$ cat config.mk
export PLATFORM = sky130hd
export DESIGN_NAME = fpaddp_unit
export DESIGN_NICKNAME = d
export VERILOG_FILES = /design/src/rtl/fpaddp_pkg.sv /design/src/rtl/fpp_decode.sv /design/src/rtl/fpp_fadd32.sv /design/src/rtl/fpaddp_unit.sv
export SDC_FILE = /design/constraint.sdc
export NUM_CORES = 2
export LEC_CHECK = 0
export BUFFER_PORTS_ARGS = -buffer_cell sky130_fd_sc_hd__buf_2
export CAP_MARGIN = 20
export CORE_UTILIZATION = 35
export DETAILED_ROUTE_END_ITERATION = 10
export PLACE_DENSITY_LB_ADDON = 0.3
export SYNTH_ARGS = -nofsm -noshare
export SYNTH_HDL_FRONTEND = slang
export SYNTH_SLANG_ARGS = --single-unit
$ cat constraint.sdc
create_clock -name clk -period 18.9 [get_ports clk]
set_clock_uncertainty 0.2 [all_clocks]
set_input_delay 1.89 -clock clk [delete_from_list [all_inputs] [get_ports clk]]
set_output_delay 1.89 -clock clk [all_outputs]
set_load 0.02 [all_outputs]
$ cat src/rtl/fpaddp_pkg.sv
package fpaddp_pkg;

    localparam int ELEM_W = 32;
    localparam int IDX_W  = 5;

    localparam logic [31:0] OPC_BASE = 32'h2E20D400;
    localparam logic [31:0] OPC_MASK = 32'hBFA0FC00;
    localparam int          BIT_WIDE = 30;
    localparam int          BIT_DBL  = 22;

    localparam logic [31:0] QNAN_DEF = 32'h7FC00000;

    typedef struct packed {
        logic nv;
        logic of;
        logic uf;
        logic nx;
    } fp_flags_t;

    typedef struct packed {
        logic             matched;
        logic             legal;
        logic             wide;
        logic [IDX_W-1:0] rd;
        logic [IDX_W-1:0] rn;
        logic [IDX_W-1:0] rm;
    } op_fields_t;

    // Number of zero bits above the highest set bit of a 27-bit value.
    function automatic logic [4:0] lead_zeros27(input logic [26:0] v);
        logic [4:0] n;
        n = 5'd27;
        for (int i = 0; i < 27; i++) begin
            if (v[i]) n = 5'(26 - i);
        end
        return n;
    endfunction

endpackage

$ cat src/rtl/fpp_decode.sv
module fpp_decode
    import fpaddp_pkg::*;
(
    input  logic [31:0] insn,
    output op_fields_t  fields
);
    always_comb begin
        fields.matched = ((insn & OPC_MASK) == OPC_BASE);
        fields.legal   = fields.matched && !insn[BIT_DBL];
        fields.wide    = insn[BIT_WIDE];
        fields.rd      = insn[4:0];
        fields.rn      = insn[9:5];
        fields.rm      = insn[20:16];
    end
endmodule

$ cat src/rtl/fpp_fadd32.sv
module fpp_fadd32
    import fpaddp_pkg::*;
(
    input  logic [31:0] op_a,
    input  logic [31:0] op_b,
    output logic [31:0] sum,
    output fp_flags_t   flags
);
    logic        a_nan, b_nan, a_snan, b_snan, a_inf, b_inf;
    logic [31:0] big, sml;
    logic [8:0]  e_big, e_sml, e_gap, e_m1;
    logic [4:0]  gap_c, lz, lsh;
    logic [23:0] sig_big, sig_sml;
    logic [52:0] shifted;
    logic [26:0] al_sml, norm;
    logic [27:0] raw;
    logic [9:0]  e_res;
    logic [24:0] rmant;
    logic        up, tiny, inexact;
    logic [7:0]  e_field;

    always_comb begin
        a_nan  = (&op_a[30:23]) && (|op_a[22:0]);
        b_nan  = (&op_b[30:23]) && (|op_b[22:0]);
        a_snan = a_nan && !op_a[22];
        b_snan = b_nan && !op_b[22];
        a_inf  = (&op_a[30:23]) && !(|op_a[22:0]);
        b_inf  = (&op_b[30:23]) && !(|op_b[22:0]);

        // order by magnitude so the subtraction never goes negative
        if (op_b[30:0] > op_a[30:0]) begin
            big = op_b;
            sml = op_a;
        end else begin
            big = op_a;
            sml = op_b;
        end

        e_big   = (big[30:23] == 8'd0) ? 9'd1 : {1'b0, big[30:23]};
        e_sml   = (sml[30:23] == 8'd0) ? 9'd1 : {1'b0, sml[30:23]};
        sig_big = {|big[30:23], big[22:0]};
        sig_sml = {|sml[30:23], sml[22:0]};
        e_gap   = e_big - e_sml;
        gap_c   = (e_gap > 9'd26) ? 5'd26 : e_gap[4:0];

        // align the smaller operand: 24 bits + guard, round, sticky
        shifted = {sig_sml, 29'd0} >> gap_c;
        al_sml  = {shifted[52:27], |shifted[26:0]};

        if (big[31] ^ sml[31])
            raw = {1'b0, sig_big, 3'b000} - {1'b0, al_sml};
        else
            raw = {1'b0, sig_big, 3'b000} + {1'b0, al_sml};

        lz   = lead_zeros27(raw[26:0]);
        e_m1 = e_big - 9'd1;
        if (raw[27]) begin
            lsh   = 5'd0;
            norm  = {raw[27:2], raw[1] | raw[0]};
            e_res = {1'b0, e_big} + 10'd1;
        end else begin
            // never normalise below the smallest normal exponent
            lsh   = ({4'd0, lz} > e_m1) ? e_m1[4:0] : lz;
            norm  = raw[26:0] << lsh;
            e_res = {1'b0, e_big} - {5'd0, lsh};
        end

        tiny    = !norm[26];
        inexact = |norm[2:0];
        up      = norm[2] && (norm[1] || norm[0] || norm[3]);
        rmant   = {1'b0, norm[26:3]} + {24'd0, up};
        if (rmant[24]) begin
            rmant = {1'b0, rmant[24:1]};
            e_res = e_res + 10'd1;
        end
        e_field = rmant[23] ? e_res[7:0] : 8'd0;

        sum   = {big[31], e_field, rmant[22:0]};
        flags = '0;
        if (a_nan || b_nan) begin
            sum      = QNAN_DEF;
            flags.nv = a_snan || b_snan;
        end else if (a_inf && b_inf && (op_a[31] != op_b[31])) begin
            sum      = QNAN_DEF;
            flags.nv = 1'b1;
        end else if (a_inf) begin
            sum = op_a;
        end else if (b_inf) begin
            sum = op_b;
        end else if (raw == 28'd0) begin
            sum = {op_a[31] & op_b[31], 31'd0};
        end else if (rmant[23] && (e_res >= 10'd255)) begin
            sum      = {big[31], 8'hFF, 23'd0};
            flags.of = 1'b1;
            flags.nx = 1'b1;
        end else begin
            flags.nx = inexact;
            flags.uf = tiny && inexact;
        end
    end
endmodule

$ cat src/rtl/fpaddp_unit.sv
module fpaddp_unit
    import fpaddp_pkg::*;
#(
    parameter int VEC_W = 128
) (
    input  logic             clk,
    input  logic             rst,
    input  logic             in_valid,
    input  logic [31:0]      insn,
    input  logic [VEC_W-1:0] src_n,
    input  logic [VEC_W-1:0] src_m,
    output logic             out_valid,
    output logic             out_undef,
    output logic [VEC_W-1:0] out_data,
    output logic [IDX_W-1:0] out_rd,
    output logic [IDX_W-1:0] out_rn,
    output logic [IDX_W-1:0] out_rm,
    output logic             flag_invalid,
    output logic             flag_overflow,
    output logic             flag_underflow,
    output logic             flag_inexact
);
    localparam int LANES = VEC_W / ELEM_W;
    localparam int HALF  = LANES / 2;
    localparam int QTR   = HALF / 2;

    op_fields_t dec;
    fpp_decode u_dec (.insn(insn), .fields(dec));

    logic [LANES-1:0][ELEM_W-1:0] n_el, m_el, lane_a, lane_b, lane_sum;
    logic [LANES-1:0]             lane_on;
    fp_flags_t                    lane_flg [LANES];

    assign n_el = src_n;
    assign m_el = src_m;

    generate
        for (genvar e = 0; e < LANES; e++) begin : g_lane
            localparam bit W_FROM_M = (e >= HALF);
            localparam int W_PAIR   = W_FROM_M ? e - HALF : e;
            localparam bit N_FROM_M = (e >= QTR);
            localparam int N_RAW    = N_FROM_M ? e - QTR : e;
            localparam int N_PAIR   = (N_RAW < QTR) ? N_RAW : 0;

            always_comb begin
                if (dec.wide) begin
                    lane_a[e] = W_FROM_M ? m_el[2*W_PAIR]   : n_el[2*W_PAIR];
                    lane_b[e] = W_FROM_M ? m_el[2*W_PAIR+1] : n_el[2*W_PAIR+1];
                end else begin
                    lane_a[e] = N_FROM_M ? m_el[2*N_PAIR]   : n_el[2*N_PAIR];
                    lane_b[e] = N_FROM_M ? m_el[2*N_PAIR+1] : n_el[2*N_PAIR+1];
                end
            end

            assign lane_on[e] = dec.wide || (e < HALF);

            fpp_fadd32 u_add (
                .op_a (lane_a[e]),
                .op_b (lane_b[e]),
                .sum  (lane_sum[e]),
                .flags(lane_flg[e])
            );
        end
    endgenerate

    fp_flags_t                    merged;
    logic [LANES-1:0][ELEM_W-1:0] masked;

    always_comb begin
        merged = '0;
        for (int e = 0; e < LANES; e++) begin
            masked[e] = (lane_on[e] && dec.legal) ? lane_sum[e] : '0;
            if (lane_on[e] && dec.legal) merged = fp_flags_t'(merged | lane_flg[e]);
        end
    end

    // stage 1: lane results
    logic             s1_valid, s1_undef, s1_wide;
    logic [VEC_W-1:0] s1_data;
    fp_flags_t        s1_flags;
    logic [IDX_W-1:0] s1_rd, s1_rn, s1_rm;

    always_ff @(posedge clk) begin
        if (rst) begin
            s1_valid <= 1'b0;
            s1_undef <= 1'b0;
            s1_wide  <= 1'b0;
            s1_data  <= '0;
            s1_flags <= '0;
            s1_rd    <= '0;
            s1_rn    <= '0;
            s1_rm    <= '0;
        end else begin
            s1_valid <= in_valid;
            if (in_valid) begin
                s1_undef <= !dec.legal;
                s1_wide  <= dec.wide;
                s1_data  <= masked;
                s1_flags <= merged;
                s1_rd    <= dec.rd;
                s1_rn    <= dec.rn;
                s1_rm    <= dec.rm;
            end
        end
    end

    // stage 2: outputs and sticky status
    fp_flags_t sticky;
    logic      o_wide;

    always_ff @(posedge clk) begin
        if (rst) begin
            out_valid <= 1'b0;
            out_undef <= 1'b0;
            out_data  <= '0;
            out_rd    <= '0;
            out_rn    <= '0;
            out_rm    <= '0;
            o_wide    <= 1'b0;
            sticky    <= '0;
        end else begin
            out_valid <= s1_valid;
            if (s1_valid) begin
                out_undef <= s1_undef;
                out_data  <= s1_undef ? '0 : s1_data;
                out_rd    <= s1_rd;
                out_rn    <= s1_rn;
                out_rm    <= s1_rm;
                o_wide    <= s1_wide;
                if (!s1_undef) sticky <= fp_flags_t'(sticky | s1_flags);
            end
        end
    end

    assign flag_invalid   = sticky.nv;
    assign flag_overflow  = sticky.of;
    assign flag_underflow = sticky.uf;
    assign flag_inexact   = sticky.nx;

    a_r11_latency: assert property (@(posedge clk) disable iff (rst)
        in_valid |-> ##2 out_valid);

    a_r1_undef_zero: assert property (@(posedge clk) disable iff (rst)
        (out_valid && out_undef) |-> (out_data == '0));

    a_r3_narrow_upper: assert property (@(posedge clk) disable iff (rst)
        (out_valid && !out_undef && !o_wide) |-> (out_data[VEC_W-1:VEC_W/2] == '0));

    a_r10_sticky_hold: assert property (@(posedge clk) disable iff (rst)
        (sticky != '0) |=> ((sticky & $past(sticky)) == $past(sticky)));

    a_r2_undef_keeps_flags: assert property (@(posedge clk) disable iff (rst)
        (out_valid && out_undef) |-> (sticky == $past(sticky)));

    a_r7_ovf_inexact: assert property (@(posedge clk) disable iff (rst)
        s1_valid |-> (!s1_flags.of || s1_flags.nx));

    a_r8_uf_inexact: assert property (@(posedge clk) disable iff (rst)
        (s1_valid && s1_flags.uf) |-> s1_flags.nx);

endmodule

==> metrics.cfg <==
[yosys]
netlist.area_leader.share=0.0993
synth_fp_nets=9836
yosysTopAreaCell=dfxtp_1
ys_seq_area_frac=0.0993
synth_top_flop_cell=dfxtp_1
avgSynthCellArea_um2=6.59
yosysWarnings=0
synth-async-reset-ratio=0
synth.top_cells.by_area=dfxtp_1 (9.9%), ha_1 (8.7%), a21oi_1 (7.8%)
synth_commonest_cells=a21oi_1 (937), nor2_1 (922), nand2_1 (886), o21ai_0 (591), ha_1 (416)
yosysUniqueCellTypes=133
synth_edf_count=0
synthCells=9117
synth.most_common_cell=a21oi_1
ys_seq_elements=298
synth_area_um2=60100

[routing]
drtIter0Drc=8724
via_per_inst=6.27
drt_pass1_iterations=7
vias=83800
wl_per_cell_um=27.7
ant_nets=0
routed_wl_um=370000
route.detailed.drc=0

[min_path]
min_path_cells=1
min_from=s1_data[89]$_SDFFE_PP0P_
min_path_type=flip-flop to flip-flop
holdPathEnd=s1_data[89]$_SDFFE_PP0P_

[placement]
dp_hpwl_um=312000
port_buffers=439
dpl-instance-area_um2=79000
place_ws_ps=-422
place.gp.congestion=1.12

[job]
drv_cap=0

[clock_tree]
clock-sinks=298
htree_levels=1
clk_latency_ps=680
cts_hold_buf=0
root_buffer=clkbuf_16
cts_buffers=30
cts_tree=yes
clk_pin_slew_ps=70
cts.path.max_buffers=3

[critical_path]
arrival_ps=18640
reg2reg_depth=5
crit_fanout=14
worstReg2RegEnd=out_data[71]$_SDFFE_PP0P_
path_class=primary input to flip-flop
startpoint_type=primary input
cp_slowest_cell=or4b_2
cpPeakStageDelay_ps=680
critPathMostFrequentCell=buf_4
end_kind=flip-flop
regToRegStartpoint=s1_valid$_SDFF_PP0_
r2r_setup_slack_ps=16020
worstPathRequired_ps=19320

[die]
start_util=0.354
coreArea_um2=170000
dieWidth_um=416
dieArea_um2=173000
die_h_um=416
io_pins=440
rows=151

[sta]
drv_slew=0
setup_viol=0
period_needed_ps=18230
timing.fmax_mhz=54.9
timing.final.crit_share=0.964
hold_violations=0
worst_pin_slew_ps=1190
worst_slack_ps=672
tns_ps=0
max-slew-margin-rel=0.201

[global_route]
grt_usage=0.405
overflow=0
antenna_found_initial=10
grt_max_degree=96
grt_pass1_wl_um=536000
grt_pass1_vias=79700

[layout]
final_util=0.475
areaGrowthSynthToFinish_pct=34.2
stdcell_area_um2=80600
nets=11800
drive_gt1_frac=0.269

[run_status]
outcome=completed

[power]
p_leak_nw=35.8
powerDensity_nw_per_um2=113
ir_worst_vdd_mv=0.0752

## cell families (layout without fill, tap and decap cells)
kind of cell,count (synthesis),in the layout,synth area share
AOI/OAI and AO/OA,3218,3218,0.355
xor gates and xnor gates,270,270,0.0394
adders and majority gates,428,428,0.0906
buffers and inverters,955,2986,0.0627
DFF,298,298,0.0993
muxes,296,296,0.0537
other,0,2,0
and+or+nand+nor,3652,3652,0.299
## cell usage in the layout (no fill, tap or decap), drive strengths merged, types with 58 or more instances in the layout
cell / netlist / layout
o211ai: 163 / 163
o21bai: 61 / 61
and2: 100 / 100
nor2: 929 / 929
a211oi: 136 / 136
a221oi: 58 / 58
mux2i: 197 / 197
xnor2: 193 / 193
buf: 152 / 2500
or2: 62 / 62
nand3: 406 / 406
nor2b: 218 / 218
nor3: 305 / 305
nand2b: 97 / 97
a31oi: 121 / 121
o21a: 67 / 67
inv: 424 / 427
and3: 86 / 86
nand4: 164 / 164
a21oi: 942 / 942
o22ai: 93 / 93
dfxtp: 298 / 298
xor2: 77 / 77
mux2: 87 / 87
ha: 416 / 416
or3: 84 / 84
o31ai: 82 / 82
a22oi: 60 / 60
o2111ai: 66 / 66
nor4: 135 / 135
a21o: 117 / 117
nand2: 890 / 890
o21ai: 667 / 667
## critical path: cells and delay by family
| family | cells | cell delay, ps |
|---|---|---|
| AO/OA/AOI/OAI | 27 | 6450 |
| buffers and inverters | 14 | 2520 |
| multiplexers | 1 | 280 |
| AND/OR/NAND/NOR | 25 | 6290 |
| adder cells (fa/ha/maj) | 4 | 1090 |
## per-layer routing
layer,up-vias,GRT usage,part of all wire
met5,-,0,0.00021
met4,12,0.226,0.067
li1,38200,-,-
met2,4225,0.655,0.45
met3,953,0.0577,0.076
met1,40400,0.514,0.41
## power by group
part / internal, mW / switching (mW) / total (mW)
Clock: 0.320 / 0.309 / 0.628
Sequential: 0.631 / 0.00256 / 0.633
Combinational: 3.24 / 4.64 / 7.88
Total: 4.19 / 4.95 / 9.14
## repair_timing
action                     in CTS  in global routing
setup endpoints to repair       0                125
buffers inserted                0                 11
resized for setup               0                131
## area by class of cell
class                      count  area, um2
antenna                        2       5.00
clock buffer                  37        797
clock inverter                18        185
fill                       17600      89200
inverter                     429       1620
multi-input combinational   7864      51200
sequential                   298       5970
tap                         2218       2780
timing repair buffer        2502      18100
## how the worst max path moves through the flow
stage	from	end	cells past startpoint
final	src_m[29]	s1_flags[2]$_SDFFE_PP0P_	71
after global routing	insn[30]	s1_flags[1]$_SDFFE_PP0P_	82
after CTS	src_m[29]	s1_flags[1]$_SDFFE_PP0P_	76
after detailed placement	src_m[29]	s1_flags[1]$_SDFFE_PP0P_	76
after global placement	src_m[29]	s1_flags[1]$_SDFFE_PP0P_	76
after floorplan	insn[30]	s1_data[34]$_SDFFE_PP0P_	83
## state kept, by name (all words and copies together) (netlist names), 4 cells and up
| register | cells |
|---|---|
| s1_rm | 5 |
| s1_rn | 5 |
| s1_rd | 5 |
| s1_data | 128 |
| out_data | 128 |
| out_rd | 5 |
| out_rn | 5 |
| out_rm | 5 |
| s1_flags | 4 |
## through the flow
step | hold slack, ps | std cells | total power [mW]
floorplan | 216 | 9117 | 4.47
global placement | 239 | 13300 | 8.22
detailed placement | 233 | 13300 | 8.21
CTS | 251 | 13400 | 8.87
global route | 281 | 13400 | 9.61
finish | 262 | 13400 | 9.14
Note: power is estimated with default switching activity, not from simulation.
